==> src/rtl/nand_seq_pkg.sv <==
package nand_seq_pkg;

    localparam int OFS_W = 35;

    typedef enum logic [1:0] {
        AM_COL     = 2'd0,
        AM_PAGE    = 2'd1,
        AM_COLPAGE = 2'd2,
        AM_SPARE   = 2'd3
    } amode_e;

    localparam logic [7:0] OP_RESET      = 8'hFF;
    localparam logic [7:0] OP_STATUS     = 8'h70;
    localparam logic [7:0] STAT_RDY_MASK = 8'h40;

endpackage

==> src/rtl/nand_addr_gen.sv <==
module nand_addr_gen
    import nand_seq_pkg::*;
#(
    parameter bit THREE_PAGE = 1'b1,
    parameter bit BUS16      = 1'b0
) (
    input  logic [1:0]       mode_i,
    input  logic [OFS_W-1:0] ofs_i,
    input  logic [2:0]       idx_i,
    output logic [7:0]       byte_o,
    output logic [2:0]       ncyc_o
);

    localparam logic [7:0] SPARE_FLAG = BUS16 ? 8'h04 : 8'h08;
    localparam logic [2:0] PAGE_CYC   = THREE_PAGE ? 3'd3 : 3'd2;

    amode_e     mode;
    logic       has_col;
    logic       has_page;
    logic [2:0] page_idx;

    always_comb begin
        mode     = amode_e'(mode_i);
        has_col  = (mode != AM_PAGE);
        has_page = (mode != AM_COL);
        ncyc_o   = (has_col ? 3'd2 : 3'd0) + (has_page ? PAGE_CYC : 3'd0);
        page_idx = has_col ? 3'(idx_i - 3'd2) : idx_i;
        byte_o   = 8'h00;
        if (has_col && idx_i == 3'd0) begin
            byte_o = ofs_i[7:0];
        end else if (has_col && idx_i == 3'd1) begin
            byte_o = {5'b0, ofs_i[10:8]};
            if (mode == AM_SPARE) begin
                byte_o = byte_o | SPARE_FLAG;
            end
        end else begin
            case (page_idx)
                3'd0:    byte_o = ofs_i[18:11];
                3'd1:    byte_o = ofs_i[26:19];
                3'd2:    byte_o = ofs_i[34:27];
                default: byte_o = 8'h00;
            endcase
        end
    end

endmodule

==> src/rtl/nand_strobe_timer.sv <==
module nand_strobe_timer #(
    parameter int CNT_W = 4,
    parameter int BUS_W = 8
) (
    input  logic             clk,
    input  logic             rst_n,
    input  logic             start_i,
    input  logic             read_i,
    input  logic [CNT_W-1:0] setup_i,
    input  logic [CNT_W-1:0] pulse_i,
    input  logic [CNT_W-1:0] hold_i,
    input  logic [BUS_W-1:0] io_i,
    output logic             wr_n_o,
    output logic             rd_n_o,
    output logic             last_o,
    output logic [BUS_W-1:0] rdata_o
);

    typedef enum logic [1:0] {T_IDLE, T_SETUP, T_PULSE, T_HOLD} tstate_e;

    typedef struct packed {
        tstate_e          st;
        logic [CNT_W-1:0] cnt;
        logic             rd;
        logic             wr_n;
        logic             rd_n;
        logic [BUS_W-1:0] data;
    } tregs_t;

    tregs_t q, d;

    always_comb begin
        d      = q;
        last_o = (q.st == T_HOLD) && (q.cnt == '0);
        case (q.st)
            T_IDLE: begin
                if (start_i) begin
                    d.st  = T_SETUP;
                    d.cnt = setup_i;
                    d.rd  = read_i;
                end
            end
            T_SETUP: begin
                if (q.cnt == '0) begin
                    d.st  = T_PULSE;
                    d.cnt = pulse_i;
                end else begin
                    d.cnt = q.cnt - 1'b1;
                end
            end
            T_PULSE: begin
                if (q.cnt == '0) begin
                    d.st  = T_HOLD;
                    d.cnt = hold_i;
                    if (q.rd) begin
                        d.data = io_i;
                    end
                end else begin
                    d.cnt = q.cnt - 1'b1;
                end
            end
            T_HOLD: begin
                if (q.cnt == '0) begin
                    if (start_i) begin
                        d.st  = T_SETUP;
                        d.cnt = setup_i;
                        d.rd  = read_i;
                    end else begin
                        d.st = T_IDLE;
                    end
                end else begin
                    d.cnt = q.cnt - 1'b1;
                end
            end
            default: d.st = T_IDLE;
        endcase
        d.wr_n = !((d.st == T_PULSE) && !d.rd);
        d.rd_n = !((d.st == T_PULSE) && d.rd);
    end

    always_ff @(posedge clk or negedge rst_n) begin
        if (!rst_n) begin
            q      <= '0;
            q.st   <= T_IDLE;
            q.wr_n <= 1'b1;
            q.rd_n <= 1'b1;
        end else begin
            q <= d;
        end
    end

    assign wr_n_o  = q.wr_n;
    assign rd_n_o  = q.rd_n;
    assign rdata_o = q.data;

    // the sequencer only launches a strobe cycle when the timer is free
    assert_start_when_free_R9: assert property (@(posedge clk) disable iff (!rst_n)
        start_i |-> (q.st == T_IDLE || last_o));

endmodule

==> src/rtl/nand_cmd_seq.sv <==
module nand_cmd_seq
    import nand_seq_pkg::*;
#(
    parameter int BUS_W   = 8,
    parameter int DEV_MIB = 256,
    parameter int CNT_W   = 4
) (
    input  logic             clk,
    input  logic             rst_n,
    input  logic             req_valid_i,
    input  logic             req_is_addr_i,
    input  logic [7:0]       req_cmd_i,
    input  logic [1:0]       req_mode_i,
    input  logic [34:0]      req_ofs_i,
    input  logic [CNT_W-1:0] cfg_setup_i,
    input  logic [CNT_W-1:0] cfg_pulse_i,
    input  logic [CNT_W-1:0] cfg_hold_i,
    input  logic             rdy_i,
    input  logic [BUS_W-1:0] io_i,
    output logic [BUS_W-1:0] io_o,
    output logic             cmd_latch_o,
    output logic             addr_latch_o,
    output logic             wr_n_o,
    output logic             rd_n_o,
    output logic             done_o
);

    localparam bit THREE_PAGE = (DEV_MIB > 128);
    localparam bit BUS16      = (BUS_W == 16);

    typedef enum logic [2:0] {
        S_IDLE, S_CMD, S_ADDR, S_STCMD, S_STWR, S_POLLGO, S_POLL, S_WAIT
    } sstate_e;

    typedef struct packed {
        sstate_e          st;
        logic [1:0]       mode;
        logic [OFS_W-1:0] ofs;
        logic [2:0]       idx;
        logic             rst_op;
        logic             cmd_latch;
        logic             addr_latch;
        logic [BUS_W-1:0] io;
        logic             done;
    } sregs_t;

    sregs_t q, d;

    logic             t_start;
    logic             t_read;
    logic             t_last;
    logic [BUS_W-1:0] t_rdata;

    logic [1:0]       ag_mode;
    logic [OFS_W-1:0] ag_ofs;
    logic [2:0]       ag_idx;
    logic [7:0]       ag_byte;
    logic [2:0]       ag_ncyc;
    logic             stat_ready;

    nand_addr_gen #(
        .THREE_PAGE (THREE_PAGE),
        .BUS16      (BUS16)
    ) u_addr_gen (
        .mode_i (ag_mode),
        .ofs_i  (ag_ofs),
        .idx_i  (ag_idx),
        .byte_o (ag_byte),
        .ncyc_o (ag_ncyc)
    );

    nand_strobe_timer #(
        .CNT_W (CNT_W),
        .BUS_W (BUS_W)
    ) u_timer (
        .clk     (clk),
        .rst_n   (rst_n),
        .start_i (t_start),
        .read_i  (t_read),
        .setup_i (cfg_setup_i),
        .pulse_i (cfg_pulse_i),
        .hold_i  (cfg_hold_i),
        .io_i    (io_i),
        .wr_n_o  (wr_n_o),
        .rd_n_o  (rd_n_o),
        .last_o  (t_last),
        .rdata_o (t_rdata)
    );

    assign stat_ready = |(t_rdata & BUS_W'(STAT_RDY_MASK));

    always_comb begin
        ag_mode = (q.st == S_IDLE) ? req_mode_i : q.mode;
        ag_ofs  = (q.st == S_IDLE) ? req_ofs_i  : q.ofs;
        ag_idx  = (q.st == S_IDLE) ? 3'd0 : 3'(q.idx + 3'd1);
    end

    always_comb begin
        d       = q;
        d.done  = 1'b0;
        t_start = 1'b0;
        t_read  = 1'b0;
        case (q.st)
            S_IDLE: begin
                if (req_valid_i) begin
                    t_start = 1'b1;
                    d.mode  = req_mode_i;
                    d.ofs   = req_ofs_i;
                    d.idx   = 3'd0;
                    if (req_is_addr_i) begin
                        d.addr_latch = 1'b1;
                        d.io         = BUS_W'(ag_byte);
                        d.st         = S_ADDR;
                    end else begin
                        d.cmd_latch = 1'b1;
                        d.io        = BUS_W'(req_cmd_i);
                        d.rst_op    = (req_cmd_i == OP_RESET);
                        d.st        = S_CMD;
                    end
                end
            end
            S_CMD: begin
                if (t_last) begin
                    d.cmd_latch = 1'b0;
                    d.st        = q.rst_op ? S_STCMD : S_WAIT;
                end
            end
            S_STCMD: begin
                t_start     = 1'b1;
                d.cmd_latch = 1'b1;
                d.io        = BUS_W'(OP_STATUS);
                d.st        = S_STWR;
            end
            S_STWR: begin
                if (t_last) begin
                    d.cmd_latch = 1'b0;
                    d.st        = S_POLLGO;
                end
            end
            S_POLLGO: begin
                t_start = 1'b1;
                t_read  = 1'b1;
                d.st    = S_POLL;
            end
            S_POLL: begin
                if (t_last) begin
                    d.st = stat_ready ? S_WAIT : S_POLLGO;
                end
            end
            S_ADDR: begin
                if (t_last) begin
                    if (q.idx == 3'(ag_ncyc - 3'd1)) begin
                        d.addr_latch = 1'b0;
                        d.st         = S_WAIT;
                    end else begin
                        t_start = 1'b1;
                        d.idx   = 3'(q.idx + 3'd1);
                        d.io    = BUS_W'(ag_byte);
                    end
                end
            end
            S_WAIT: begin
                if (rdy_i) begin
                    d.done = 1'b1;
                    d.st   = S_IDLE;
                end
            end
            default: d.st = S_IDLE;
        endcase
    end

    always_ff @(posedge clk or negedge rst_n) begin
        if (!rst_n) begin
            q    <= '0;
            q.st <= S_IDLE;
        end else begin
            q <= d;
        end
    end

    assign io_o         = q.io;
    assign cmd_latch_o  = q.cmd_latch;
    assign addr_latch_o = q.addr_latch;
    assign done_o       = q.done;

    // latch lines and strobes are mutually exclusive
    assert_latch_excl_R10: assert property (@(posedge clk) disable iff (!rst_n)
        !(cmd_latch_o && addr_latch_o));
    assert_strobe_excl_R10: assert property (@(posedge clk) disable iff (!rst_n)
        !(!wr_n_o && !rd_n_o));
    // every write strobe falls inside exactly one latch window
    assert_write_latched_R1: assert property (@(posedge clk) disable iff (!rst_n)
        !wr_n_o |-> (cmd_latch_o ^ addr_latch_o));
    // status reads happen with both latch lines low
    assert_read_unlatched_R6: assert property (@(posedge clk) disable iff (!rst_n)
        !rd_n_o |-> (!cmd_latch_o && !addr_latch_o));
    // address latch is already up in the cycle before its strobe is low
    assert_addr_setup_R5: assert property (@(posedge clk) disable iff (!rst_n)
        (addr_latch_o && !wr_n_o) |-> $past(addr_latch_o));
    // completion is one cycle wide and follows a ready sample
    assert_done_pulse_R7: assert property (@(posedge clk) disable iff (!rst_n)
        done_o |=> !done_o);
    assert_done_ready_R7: assert property (@(posedge clk) disable iff (!rst_n)
        done_o |-> $past(rdy_i));

endmodule

==> config.mk <==
export PLATFORM = sky130hd
export DESIGN_NAME = nand_cmd_seq
export DESIGN_NICKNAME = d
export VERILOG_FILES = /design/src/rtl/nand_seq_pkg.sv /design/src/rtl/nand_addr_gen.sv /design/src/rtl/nand_strobe_timer.sv /design/src/rtl/nand_cmd_seq.sv
export SDC_FILE = /design/constraint.sdc
export NUM_CORES = 1
export LEC_CHECK = 0
export ABC_CLOCK_PERIOD_IN_PS = 4200
export BUFFER_PORTS_ARGS = -buffer_cell sky130_fd_sc_hd__buf_4
export CAP_MARGIN = 20
export CORE_UTILIZATION = 50
export DETAILED_ROUTE_END_ITERATION = 7
export HOLD_SLACK_MARGIN = 0.06
export PLACE_DENSITY = 0.84
export SLEW_MARGIN = 10
export SYNTH_ARGS = -nofsm -noshare
export SYNTH_HDL_FRONTEND = slang
export SYNTH_HIERARCHICAL = 1
export SYNTH_SLANG_ARGS = --single-unit
==> constraint.sdc <==
create_clock -name clk -period 4.2 [get_ports clk]
set_input_delay 0.42 -clock clk [delete_from_list [all_inputs] [get_ports clk]]
set_output_delay 0.42 -clock clk [all_outputs]
set_load 0.005 [all_outputs]
==> impl_metrics.toml <==
[outcome]
outcome = "complete, no violations"

[placed_design]
numPortBuffers = 75
place.detailed.instances = 633
gpl.final_weighted_congestion = 0.887
hpwlAfterDp_um = 7680

[layout]
sequential_cell_area_um2 = 1630
post-route-util_pct = 61.9
fraction_of_final_layout_cells_with_drive_strength_greater_than_1_pct = 32.4
insertedDiodeCount = 0
count_of_filler_cells_inserted_in_the_layout = 688
finish.net_count = 619
multiInputGateArea_um2 = 2470
area_growth_synth_to_finish_pct = 17.6
post_layout_nonfiller_instances = 649

[cts]
cts_buffers = 9
source_to_sink_clock_delay_at_the_later_pin_of_the_worst_skew_pair_ns = 0.36
cts_tree = "built"
postCtsSetupRepairBufs = 0
clk_transition_reported_paths_ns = 0.09
cts.sinks = 65
cts.htree.levels = 3
ctsLongestPathBuffers = 2
cts_resized = 0
clock_tree.root_cell = "clkbuf_8"
cts_hold_buffers = 0

[detailed_routing]
route.detailed.vias_per_inst = 5.79
drt.antenna.violating_nets = 0
avgRoutedWirePerCell_um = 16.4
post-route-drc-count = 0
initialDrtViolationCount = 292
route.final.wire_length_um = 10700
drt_pass1_iterations = 5
detailroute.via_count = 3759

[critical_path]
critical_path_required_ns = 4.47
rrSetupSlack_ns = 0.35
critPathMaxFanout = 9
critical_path.endpoint_type = "flip-flop"
worstSetupStartpointType = "flip-flop"
worst-endpoint-arrival_ns = 4.13
critPathKind = "flip-flop to flip-flop"

[die]
floorplan.die_area_um2 = 9200
die_w_um = 95.9
die_h_um = 95.9
core_region_area_um2 = 8380
initial_core_util_pct = 52.6
design.portCount = 83
fp-row-count = 33

[sta]
worst_hold_slack_ns = 0.155
maxSlewViolCount = 0
tightestPinTransition_ns = 0.830
timing.final.setup_violations = 0
final-hold-violation-count = 0
setup_total_neg_slack_ns = 0
min_period_ns = 3.85
max_clock_freq_mhz = 260
rsz_0062_raised_after_global_routing = "false"
finClkSkew_ns = 0.0166
post-route-period-util_pct = 91.7
timing.slew.headroom_pct = 44.7

[synthesis]
synthesized_area_per_cell_um2 = 9.09
synthesis.instances = 485
yosys_warnings = 6
synthesis.area_um2 = 4410
synth_nets = 565

[power_and_ir_drop]
peak_supply_drop_v = 0.000315
p_seq_share_pct = 28.8
p_sw_mw = 1.43
sw_frac_of_total_pct = 39.5
p_per_area_nw_per_um2 = 698
pwr-share-clk_pct = 18.6
power_frac_comb_pct = 52.6
internal_power_mw = 2.19
leakagePower_nw = 2.50

[global_route]
grt.total_usage_pct = 24.7
grt_pass1_vias = 3613
grt_max_degree = 66
grt-ovfl-total = 0
grt_antenna_before_repair = 0
global_route_wire_length_before_repair_um = 17300

[hold_path]
holdCritPathClass = "primary input to asynchronous set/reset pin"

[run]
timing.max_cap.violations = 0
registers in the layout, summed over array words and instances, names as in the netlist:
register / cells
done_o: 1
u_timer/rd_n_o: 1
u_timer/wr_n_o: 1
cmd_latch_o: 1
io_o: 8
q: 44
u_timer/q: 7
u_timer/rdata_o: 1
addr_latch_o: 1
layout make-up:
type	instances	area share [%]
well taps	105	2.53
repair buffers	82	11.9
multi-input cells	358	47.7
clock buffers	9	2.39
clock inverters	7	2.41
inverters	23	1.71
flip-flops and latches	65	31.4
cell usage in the layout, fill, tap and decap left out, types with 3 or more instances in the layout:
cell type and instances:
a21o_1 3, a21oi_1 13, a22o_1 6, a22oi_1 3, a31oi_1 4, a32o_1 3, a32oi_1 5, and2_1 3
and3_2 4, buf_4 82, bufinv_16 3, clkbuf_8 9, dfrtp_1 63, ha_1 10, inv_1 21, mux2_2 41
mux2_4 7, nand2_1 118, nand2b_1 7, nand3_1 10, nor2_1 20, nor3_1 7, nor3b_1 4, o211ai_1 7
o21a_1 3, o21ai_0 16, o32a_1 4, or2_2 3, xnor2_1 3
per-stage QoR:
| step | setup WS, ns | instance area, um^2 | total power, mW |
|---|---|---|---|
| floorplan | 0.0553 | 4410 | 2.53 |
| global placement | 0.410 | 4940 | 2.85 |
| detailed placement | 0.351 | 4940 | 2.92 |
| CTS | 0.342 | 5190 | 3.61 |
| global route | 0.122 | 5190 | 3.87 |
| finish | 0.348 | 5190 | 3.62 |
routing by layer:
layer  vias to the layer above  GRT usage [%]  wire length, um
met3                        22           5.53              588
met2                       143           37.9             4970
li1                       1796              -                -
met5                         -              0                0
met4                         0           9.08              186
met1                      1798           34.2             4920
final timing paths:
| check | end | from | cells after the start |
|---|---|---|---|
| setup reg to reg | u_timer/wr_n_o | q[52] | 13 |
| hold reg to reg | q[35] | q[35] | 2 |
| hold / removal | io_o[0] | rst_n | 1 |
| min in group clk | q[20] | req_ofs_i[5] | 3 |
| max in group asynchronous | q[13] | rst_n | 1 |
| setup / recovery | u_timer/wr_n_o | q[52] | 13 |
power groups by stage:
stage | Combinational, mW | Clock, mW | Sequential (mW)
detailed placement | 1.87 | 0 | 1.05
CTS | 1.89 | 0.682 | 1.04
finish | 1.90 | 0.674 | 1.04
global route | 2.09 | 0.705 | 1.07
global placement | 1.81 | 0 | 1.03
floorplan | 1.54 | 0 | 0.992
worst max-delay path, cell delays in order (launching register included):
cell	delay (ns)
dfrtp_1	0.50
nor3_4	0.25
mux2_2	0.40
or2_2	0.34
ha_1	0.30
inv_1	0.04
ha_1	0.28
xnor2_1	0.16
o311ai_1	0.35
o211ai_1	0.18
and3b_1	0.23
mux2_2	0.26
a221o_1	0.34
nand2b_1	0.15
Note: power is estimated with default switching activity, not from simulation.
